**config.mk**
```make
export PLATFORM = sky130hd
export DESIGN_NAME = sync_burst_sram
export DESIGN_NICKNAME = d
export VERILOG_FILES = /design/src/rtl/sram_pkg.sv /design/src/rtl/sram_burst_seq.sv /design/src/rtl/sram_byte_dec.sv /design/src/rtl/sram_wake_guard.sv /design/src/rtl/sram_mem_array.sv /design/src/rtl/sync_burst_sram.sv
export SDC_FILE = /design/constraint.sdc
export NUM_CORES = 2
export LEC_CHECK = 0
export BUFFER_PORTS_ARGS = -buffer_cell sky130_fd_sc_hd__buf_2
export CORE_MARGIN = 10
export CORE_UTILIZATION = 40
export CTS_CLUSTER_SIZE = 30
export DETAILED_ROUTE_END_ITERATION = 8
export SKIP_LAST_GASP = 1
export SYNTH_ARGS = -nofsm -noshare
export SYNTH_HDL_FRONTEND = slang
export SYNTH_SLANG_ARGS = --single-unit
```
**constraint.sdc**
```tcl
create_clock -name clk -period 2.4 [get_ports clk]
set_input_delay 0.36 -clock clk [delete_from_list [all_inputs] [get_ports clk]]
set_output_delay 0.36 -clock clk [all_outputs]
set_load 0.005 [all_outputs]
```
**src/rtl/sram_pkg.sv**
```systemverilog
// Shared constants for the burst SRAM blocks.
// Assumes byte lanes of 8 bits and a 4-word burst group.
package sram_pkg;
    localparam int LANE_W  = 8;
    localparam int BURST_W = 2;
endpackage

```
**src/rtl/sram_burst_seq.sv**
```systemverilog
// Burst address sequencer: yields the low address bits for this edge.
// On load it passes start_lo through and clears the beat count. On step it
// advances the count. The order is linear (add) or interleaved (xor).
// Assumes load and step are never both high.
module sram_burst_seq #(
    parameter int CW = 2
) (
    input  logic          clk,
    input  logic          rst_n,
    input  logic          load,
    input  logic          step,
    input  logic [CW-1:0] start_lo,
    input  logic          linear,
    output logic [CW-1:0] eff_lo
);
    logic [CW-1:0] base_q;
    logic [CW-1:0] cnt_q;
    logic [CW-1:0] cnt_nx;

    // Next beat count and the address bits for this edge
    always_comb begin
        cnt_nx = step ? cnt_q + CW'(1) : cnt_q;
        if (load)
            eff_lo = start_lo;
        else if (linear)
            eff_lo = base_q + cnt_nx;
        else
            eff_lo = base_q ^ cnt_nx;
    end

    // Hold the burst base and beat count
    always_ff @(posedge clk) begin
        if (!rst_n) begin
            base_q <= '0;
            cnt_q  <= '0;
        end else if (load) begin
            base_q <= start_lo;
            cnt_q  <= '0;
        end else begin
            cnt_q  <= cnt_nx;
        end
    end
endmodule

```
**src/rtl/sram_byte_dec.sv**
```systemverilog
// Write-lane decoder: global write selects every lane. Otherwise the
// byte-write qualifier enables the per-lane selects. force_read blanks all.
// Assumes all inputs are active low except force_read.
module sram_byte_dec #(
    parameter int NB = 4
) (
    input  logic          gw_n,
    input  logic          bwe_n,
    input  logic [NB-1:0] bw_n,
    input  logic          force_read,
    output logic [NB-1:0] mask
);
    for (genvar g = 0; g < NB; g++) begin : g_lane
        // One lane enable
        always_comb mask[g] = !force_read && (!gw_n || (!bwe_n && !bw_n[g]));
    end
endmodule

```
**src/rtl/sram_wake_guard.sv**
```systemverilog
// Sleep guard: locked while sleep is high and for LOCK_CYC cycles after it
// falls. It flags strobes that land in the post-sleep window.
// Assumes sleep is already stable by the sampling edge.
module sram_wake_guard #(
    parameter int LOCK_CYC = 2
) (
    input  logic clk,
    input  logic rst_n,
    input  logic sleep,
    input  logic strobe_any,
    output logic locked,
    output logic err
);
    localparam int CNT_W = $clog2(LOCK_CYC + 1);
    logic [CNT_W-1:0] lock_q;

    // Lock is active while asleep or while the counter runs
    always_comb locked = sleep || (lock_q != '0);

    // Reload while asleep, count down afterwards, flag late strobes
    always_ff @(posedge clk) begin
        if (!rst_n) begin
            lock_q <= '0;
            err    <= 1'b0;
        end else begin
            err <= !sleep && (lock_q != '0) && strobe_any;
            if (sleep)
                lock_q <= CNT_W'(LOCK_CYC);
            else if (lock_q != '0)
                lock_q <= lock_q - CNT_W'(1);
        end
    end
endmodule

```
**src/rtl/sram_mem_array.sv**
```systemverilog
// Storage array with lane-masked writes and a registered read word.
// Assumes read and write are never requested on the same edge.
module sram_mem_array #(
    parameter int AW = 6,
    parameter int NB = 4
) (
    input  logic               clk,
    input  logic               rst_n,
    input  logic               wr_en,
    input  logic               rd_en,
    input  logic [AW-1:0]      addr,
    input  logic [NB-1:0]      wmask,
    input  logic [NB*8-1:0]    wdata,
    output logic [NB*8-1:0]    rd_q
);
    import sram_pkg::*;
    localparam int DEPTH = 1 << AW;
    logic [NB*LANE_W-1:0] mem [DEPTH];

    // Lane-masked write
    always_ff @(posedge clk) begin
        if (wr_en)
            for (int b = 0; b < NB; b++)
                if (wmask[b])
                    mem[addr][b*LANE_W +: LANE_W] <= wdata[b*LANE_W +: LANE_W];
    end

    // Output register, updated only by reads
    always_ff @(posedge clk) begin
        if (!rst_n)
            rd_q <= '0;
        else if (rd_en)
            rd_q <= mem[addr];
    end
endmodule

```
**src/rtl/sync_burst_sram.sv**
```systemverilog
// Pipelined synchronous burst SRAM. Stage 1 registers the decoded access
// (address, lane mask, write data). Stage 2 writes the array or loads the
// output register. The data port is gated by oe_n and sleep without a clock.
// Assumes ADDR_W > 2 and DATA_W a multiple of 8. burst_linear is held
// steady during bursts.
module sync_burst_sram #(
    parameter int ADDR_W   = 6,
    parameter int DATA_W   = 32,
    parameter int LOCK_CYC = 2
) (
    input  logic                  clk,
    input  logic                  rst_n,
    input  logic [ADDR_W-1:0]     addr,
    input  logic                  ads_proc_n,
    input  logic                  ads_ctrl_n,
    input  logic                  adv_n,
    input  logic                  ce1_n,
    input  logic                  ce2,
    input  logic                  ce3_n,
    input  logic                  gw_n,
    input  logic                  bwe_n,
    input  logic [DATA_W/8-1:0]   bw_n,
    input  logic [DATA_W-1:0]     wdata,
    input  logic                  oe_n,
    input  logic                  sleep,
    input  logic                  burst_linear,
    output logic [DATA_W-1:0]     rdata,
    output logic                  dq_drive,
    output logic                  lockout_err
);
    import sram_pkg::*;
    localparam int NB   = DATA_W / LANE_W;
    localparam int HI_W = ADDR_W - BURST_W;

    logic              locked, strobe_any;
    logic              proc_go, ctrl_go, start, chips_ok;
    logic              live_q, cont, step, access;
    logic [BURST_W-1:0] eff_lo;
    logic [HI_W-1:0]   hi_q, hi_now;
    logic [NB-1:0]     wmask;
    logic              s1_rd, s1_wr;
    logic [ADDR_W-1:0] s1_addr;
    logic [DATA_W-1:0] s1_wdata;
    logic [NB-1:0]     s1_mask;
    logic              out_vld;
    logic [DATA_W-1:0] rd_q;

    // Strobe arbitration and access decode for this edge
    always_comb begin
        strobe_any = !ads_proc_n || !ads_ctrl_n;
        proc_go    = !ads_proc_n && !ce1_n && !locked;
        ctrl_go    = !ads_ctrl_n && !proc_go && !locked;
        start      = proc_go || ctrl_go;
        chips_ok   = !ce1_n && ce2 && !ce3_n;
        cont       = !start && !locked && live_q;
        step       = cont && !adv_n;
        access     = start ? chips_ok : cont;
        hi_now     = start ? addr[ADDR_W-1:BURST_W] : hi_q;
    end

    sram_wake_guard #(.LOCK_CYC(LOCK_CYC)) u_guard (
        .clk(clk), .rst_n(rst_n), .sleep(sleep), .strobe_any(strobe_any),
        .locked(locked), .err(lockout_err)
    );

    sram_burst_seq #(.CW(BURST_W)) u_seq (
        .clk(clk), .rst_n(rst_n), .load(start), .step(step),
        .start_lo(addr[BURST_W-1:0]), .linear(burst_linear), .eff_lo(eff_lo)
    );

    sram_byte_dec #(.NB(NB)) u_dec (
        .gw_n(gw_n), .bwe_n(bwe_n), .bw_n(bw_n), .force_read(proc_go), .mask(wmask)
    );

    // Burst liveness and upper address, changed only by accepted starts
    always_ff @(posedge clk) begin
        if (!rst_n) begin
            live_q <= 1'b0;
            hi_q   <= '0;
        end else if (start) begin
            live_q <= chips_ok;
            hi_q   <= addr[ADDR_W-1:BURST_W];
        end
    end

    // Stage 1: register the decoded access together with its write data
    always_ff @(posedge clk) begin
        if (!rst_n) begin
            s1_rd    <= 1'b0;
            s1_wr    <= 1'b0;
            s1_addr  <= '0;
            s1_wdata <= '0;
            s1_mask  <= '0;
        end else begin
            s1_rd    <= access && (wmask == '0);
            s1_wr    <= access && (wmask != '0);
            s1_addr  <= {hi_now, eff_lo};
            s1_wdata <= wdata;
            s1_mask  <= wmask;
        end
    end

    sram_mem_array #(.AW(ADDR_W), .NB(NB)) u_mem (
        .clk(clk), .rst_n(rst_n), .wr_en(s1_wr), .rd_en(s1_rd),
        .addr(s1_addr), .wmask(s1_mask), .wdata(s1_wdata), .rd_q(rd_q)
    );

    // Stage 2: mark the output slot as holding read data
    always_ff @(posedge clk) begin
        if (!rst_n) out_vld <= 1'b0;
        else        out_vld <= s1_rd;
    end

    // Asynchronous output gating
    always_comb begin
        dq_drive = out_vld && !oe_n && !sleep;
        rdata    = dq_drive ? rd_q : '0;
    end
endmodule

```
==> reports/results.ini <==
[outcome]
outcome=finished, violations left
violations=negative setup slack

[synthesis]
syn_nets=4677
synth_simple_gate_area_share_pct=3.76
muxShareOfSynthArea_pct=8.93
synth_top_family_by_area=multiplexers
seq_area_frac_synth_pct=76.8
synth_xor_area_share_pct=0.0426
syn_area_per_cell_um2=17.8
synth_compound_area_share_pct=8.34
synth_edf_count=2048
synth-seq-cells=2133
async_flop_share_pct=0
synthAdderAreaFrac_pct=0.0152
synth_area_leaders=edfxtp_1, mux4_2, mux2i_1
synth_commonest_cells=edfxtp_1, nor2_1, mux2i_1, a221oi_1, mux4_2
yosysMostFrequentCell=edfxtp_1
yosysWarnings=0
yosys.area.top_type=edfxtp_1
yosys.area.top_type_share_pct=74.7
synthFlopType=edfxtp_1
syn_area_um2=82300
synth_cells=4621
synth_cell_types=76

[pwr]
combPwrFrac_pct=6.8
seqPwrFrac_pct=51.9
clkPwrFrac_pct=41.3
swShare_pct=22.0
p_total_uw=78900
power.switching_uw=17400
pwr_density_cell_nw_per_um2=770
p_int_uw=61500
irDropWorstVdd_mv=0.813
leakage_uw=0.0341

[timing]
grt_setup_unrepaired=yes
relSlewSlack_pct=37.6
fin_crit_sh_pct=107
drv_slew=0
finalWorstPathRequiredPeriod_ps=2560
hold_violations=0
setup_viol=48
setup_tns_ps=-4040
skew_ps=45.4
final.setup.worst_slack_ps=-157
tightest_slew_ps=934
fmax_mhz=391

[worst_setup_path]
critPathCaptureType=output pin
path_class=flip-flop to output pin
cp_max_fo=6
start_kind=flip-flop
cp.arrival_ps=2200
cp.required_ps=2040

[clocking]
cts_buffer_depth=3
clock-sinks=2133
h-tree-depth=4
clk_latency_ps=890
cts_tree=built
cts_root_buffer=clkbuf_16
clk_pin_slew_ps=60
cts_buffers=213

[detailed_routing]
ant_nets=0
drc=0
wl_per_cell_um=30.3
totalWireLength_um=257000
drt-initial-drc-count=6484
vias=49994
drtPass1Iterations=7
viasPerCell=5.89

[placed_design]
io_buffers=88
globalplace.congestion=0.869
hpwl_um=164000
dpl_cell_area_um2=92600

[finish]
stdcell_area_um2=103000
fillerInstances=16536
layout-drive-gt1-share_pct=31.7
fin_nets=5681
utilization_pct=50.1
multiInputGateArea_um2=18400
syn2layout_area_growth_pct=24.6
regArea_um2=63300

[grt]
grt_pass1_wl_um=361000
antenna_found_initial=9
grt_max_degree=66
track_usage_pct=22.0
gr-total-overflow=0
grt_pass1_vias=48923

[run]
max_cap_violations=0

[floorplan]
core_um2=205000
die_h_um=474
initial_core_util_pct=40.2
chipWidth_um=474
rows=166
die_area_um2=224000
pin_count=89

[worst_hold_path]
holdCritPathClass=input port to flip-flop

-- cell type report --
cell class              instances  area share, %
repair buffers               1106           10.4
inverters                       5         0.0415
well taps                    2688           3.28
clock buffers                 280           5.56
multi-input cells            2166           18.0
diodes                          6         0.0146
clock inverters               108           1.07
flip-flops and latches       2133           61.7
-- layout by cell type (no fill, tap or decap), types with 32 or more instances in the layout --
| cell | netlist | final |
|---|---|---|
| edfxtp_1 | 2048 | 2048 |
| mux2i_1 | 271 | 260 |
| mux2_2 | 92 | 90 |
| nand2_1 | 141 | 130 |
| a221oi_2 | 5 | 61 |
| a31oi_1 | 33 | 32 |
| clkbuf_1 | 100 | 60 |
| clkinv_1 | 1 | 41 |
| a221oi_1 | 251 | 194 |
| o21ai_0 | 147 | 109 |
| a22o_1 | 52 | 51 |
| a21oi_1 | 94 | 82 |
| nor2_1 | 393 | 381 |
| buf_12 | 3 | 137 |
| mux4_2 | 158 | 158 |
| dfxtp_2 | 0 | 32 |
| buf_6 | 32 | 56 |
| dlygate4sd3_1 | 0 | 63 |
| clkbuf_16 | 0 | 224 |
| clkinv_2 | 0 | 32 |
| and2_1 | 73 | 47 |
| a22oi_1 | 102 | 91 |
| o22ai_1 | 112 | 105 |
| dfxtp_1 | 85 | 49 |
| buf_4 | 27 | 758 |
| buf_2 | 122 | 67 |
| o21ai_1 | 5 | 37 |
-- what timing repair did --
action	in CTS	in global routing
cloned	8	7
buffers inserted	46	53
setup endpoints to repair	263	251
pin swaps	12	61
endpoints found under the hold margin	52	2
hold buffers	62	2
resized for setup	103	243
-- power by group through the flow --
stage | Combinational (uW) | Clock (uW) | Sequential (uW)
6_report | 5370 | 32600 | 41000
5_1_grt | 5570 | 34400 | 41000
4_1_cts | 5030 | 33000 | 41000
3_5_place_dp | 4690 | 0 | 41800
3_3_place_gp | 4650 | 0 | 41800
2_1_floorplan | 2110 | 0 | 41900
-- metrics by stage --
stage / worst slack (ps) / hold WS (ps) / cells
after detailed placement: -196 / 459 / 7930
after CTS: -136 / 37.2 / 8434
after global placement: -190 / 448 / 7930
after global routing: -227 / 34.9 / 8488
after floorplan: 17.6 / 439 / 4621
final: -157 / 31.8 / 8492
-- path summary, 6_finish.rpt --
check,slack [ps],endpoint,startpoint,depth (start not counted)
setup / recovery,-160,rdata[12],out_vld$_SDFF_PN0_,6
hold / removal,30,s1_wr$_SDFF_PN0_,sleep,5
setup reg to reg,-90,u_mem.rd_q[1]$_SDFFE_PN0P_,s1_addr[0]$_SDFF_PN0_,10
hold reg to reg,470,u_seq.base_q[0]$_SDFFE_PN0P_,u_seq.base_q[0]$_SDFFE_PN0P_,2
-- kinds of logic after synthesis --
kind of cell / count (synthesis)
flops: 2133
compound gates: 937
simple gates: 700
mux: 524
buf+inv: 322
xor+xnor: 4
fa+ha+maj: 1
-- per-layer routing --
layer / vias up / routed length [um] / track usage, %
met5: - / 18 / 0
met4: 2 / 9270 / 8.14
met3: 450 / 25200 / 4.17
met2: 2821 / 120000 / 34.6
met1: 25857 / 102000 / 30.6
li1: 20864 / - / -
-- worst max-delay path, cell delays in order, from the launching register on --
cell and delay, ps:
dfxtp_1 310, nor3b_4 220, buf_6 180, buf_12 200, buf_12 150, and2_4 140, buf_6 80
-- state kept, by name, indices dropped and copies added, names as in the netlist --
name	flops
u_seq.cnt_q	2
s1_rd	1
out_vld	1
s1_mask	4
s1_wr	1
s1_wdata	32
hi_q	4
live_q	1
u_mem.mem	2048
u_guard.err	1
u_mem.rd_q	32
u_guard.lock_q	2
s1_addr	2
u_seq.base_q	2
Note: power is estimated with default switching activity, not from simulation.
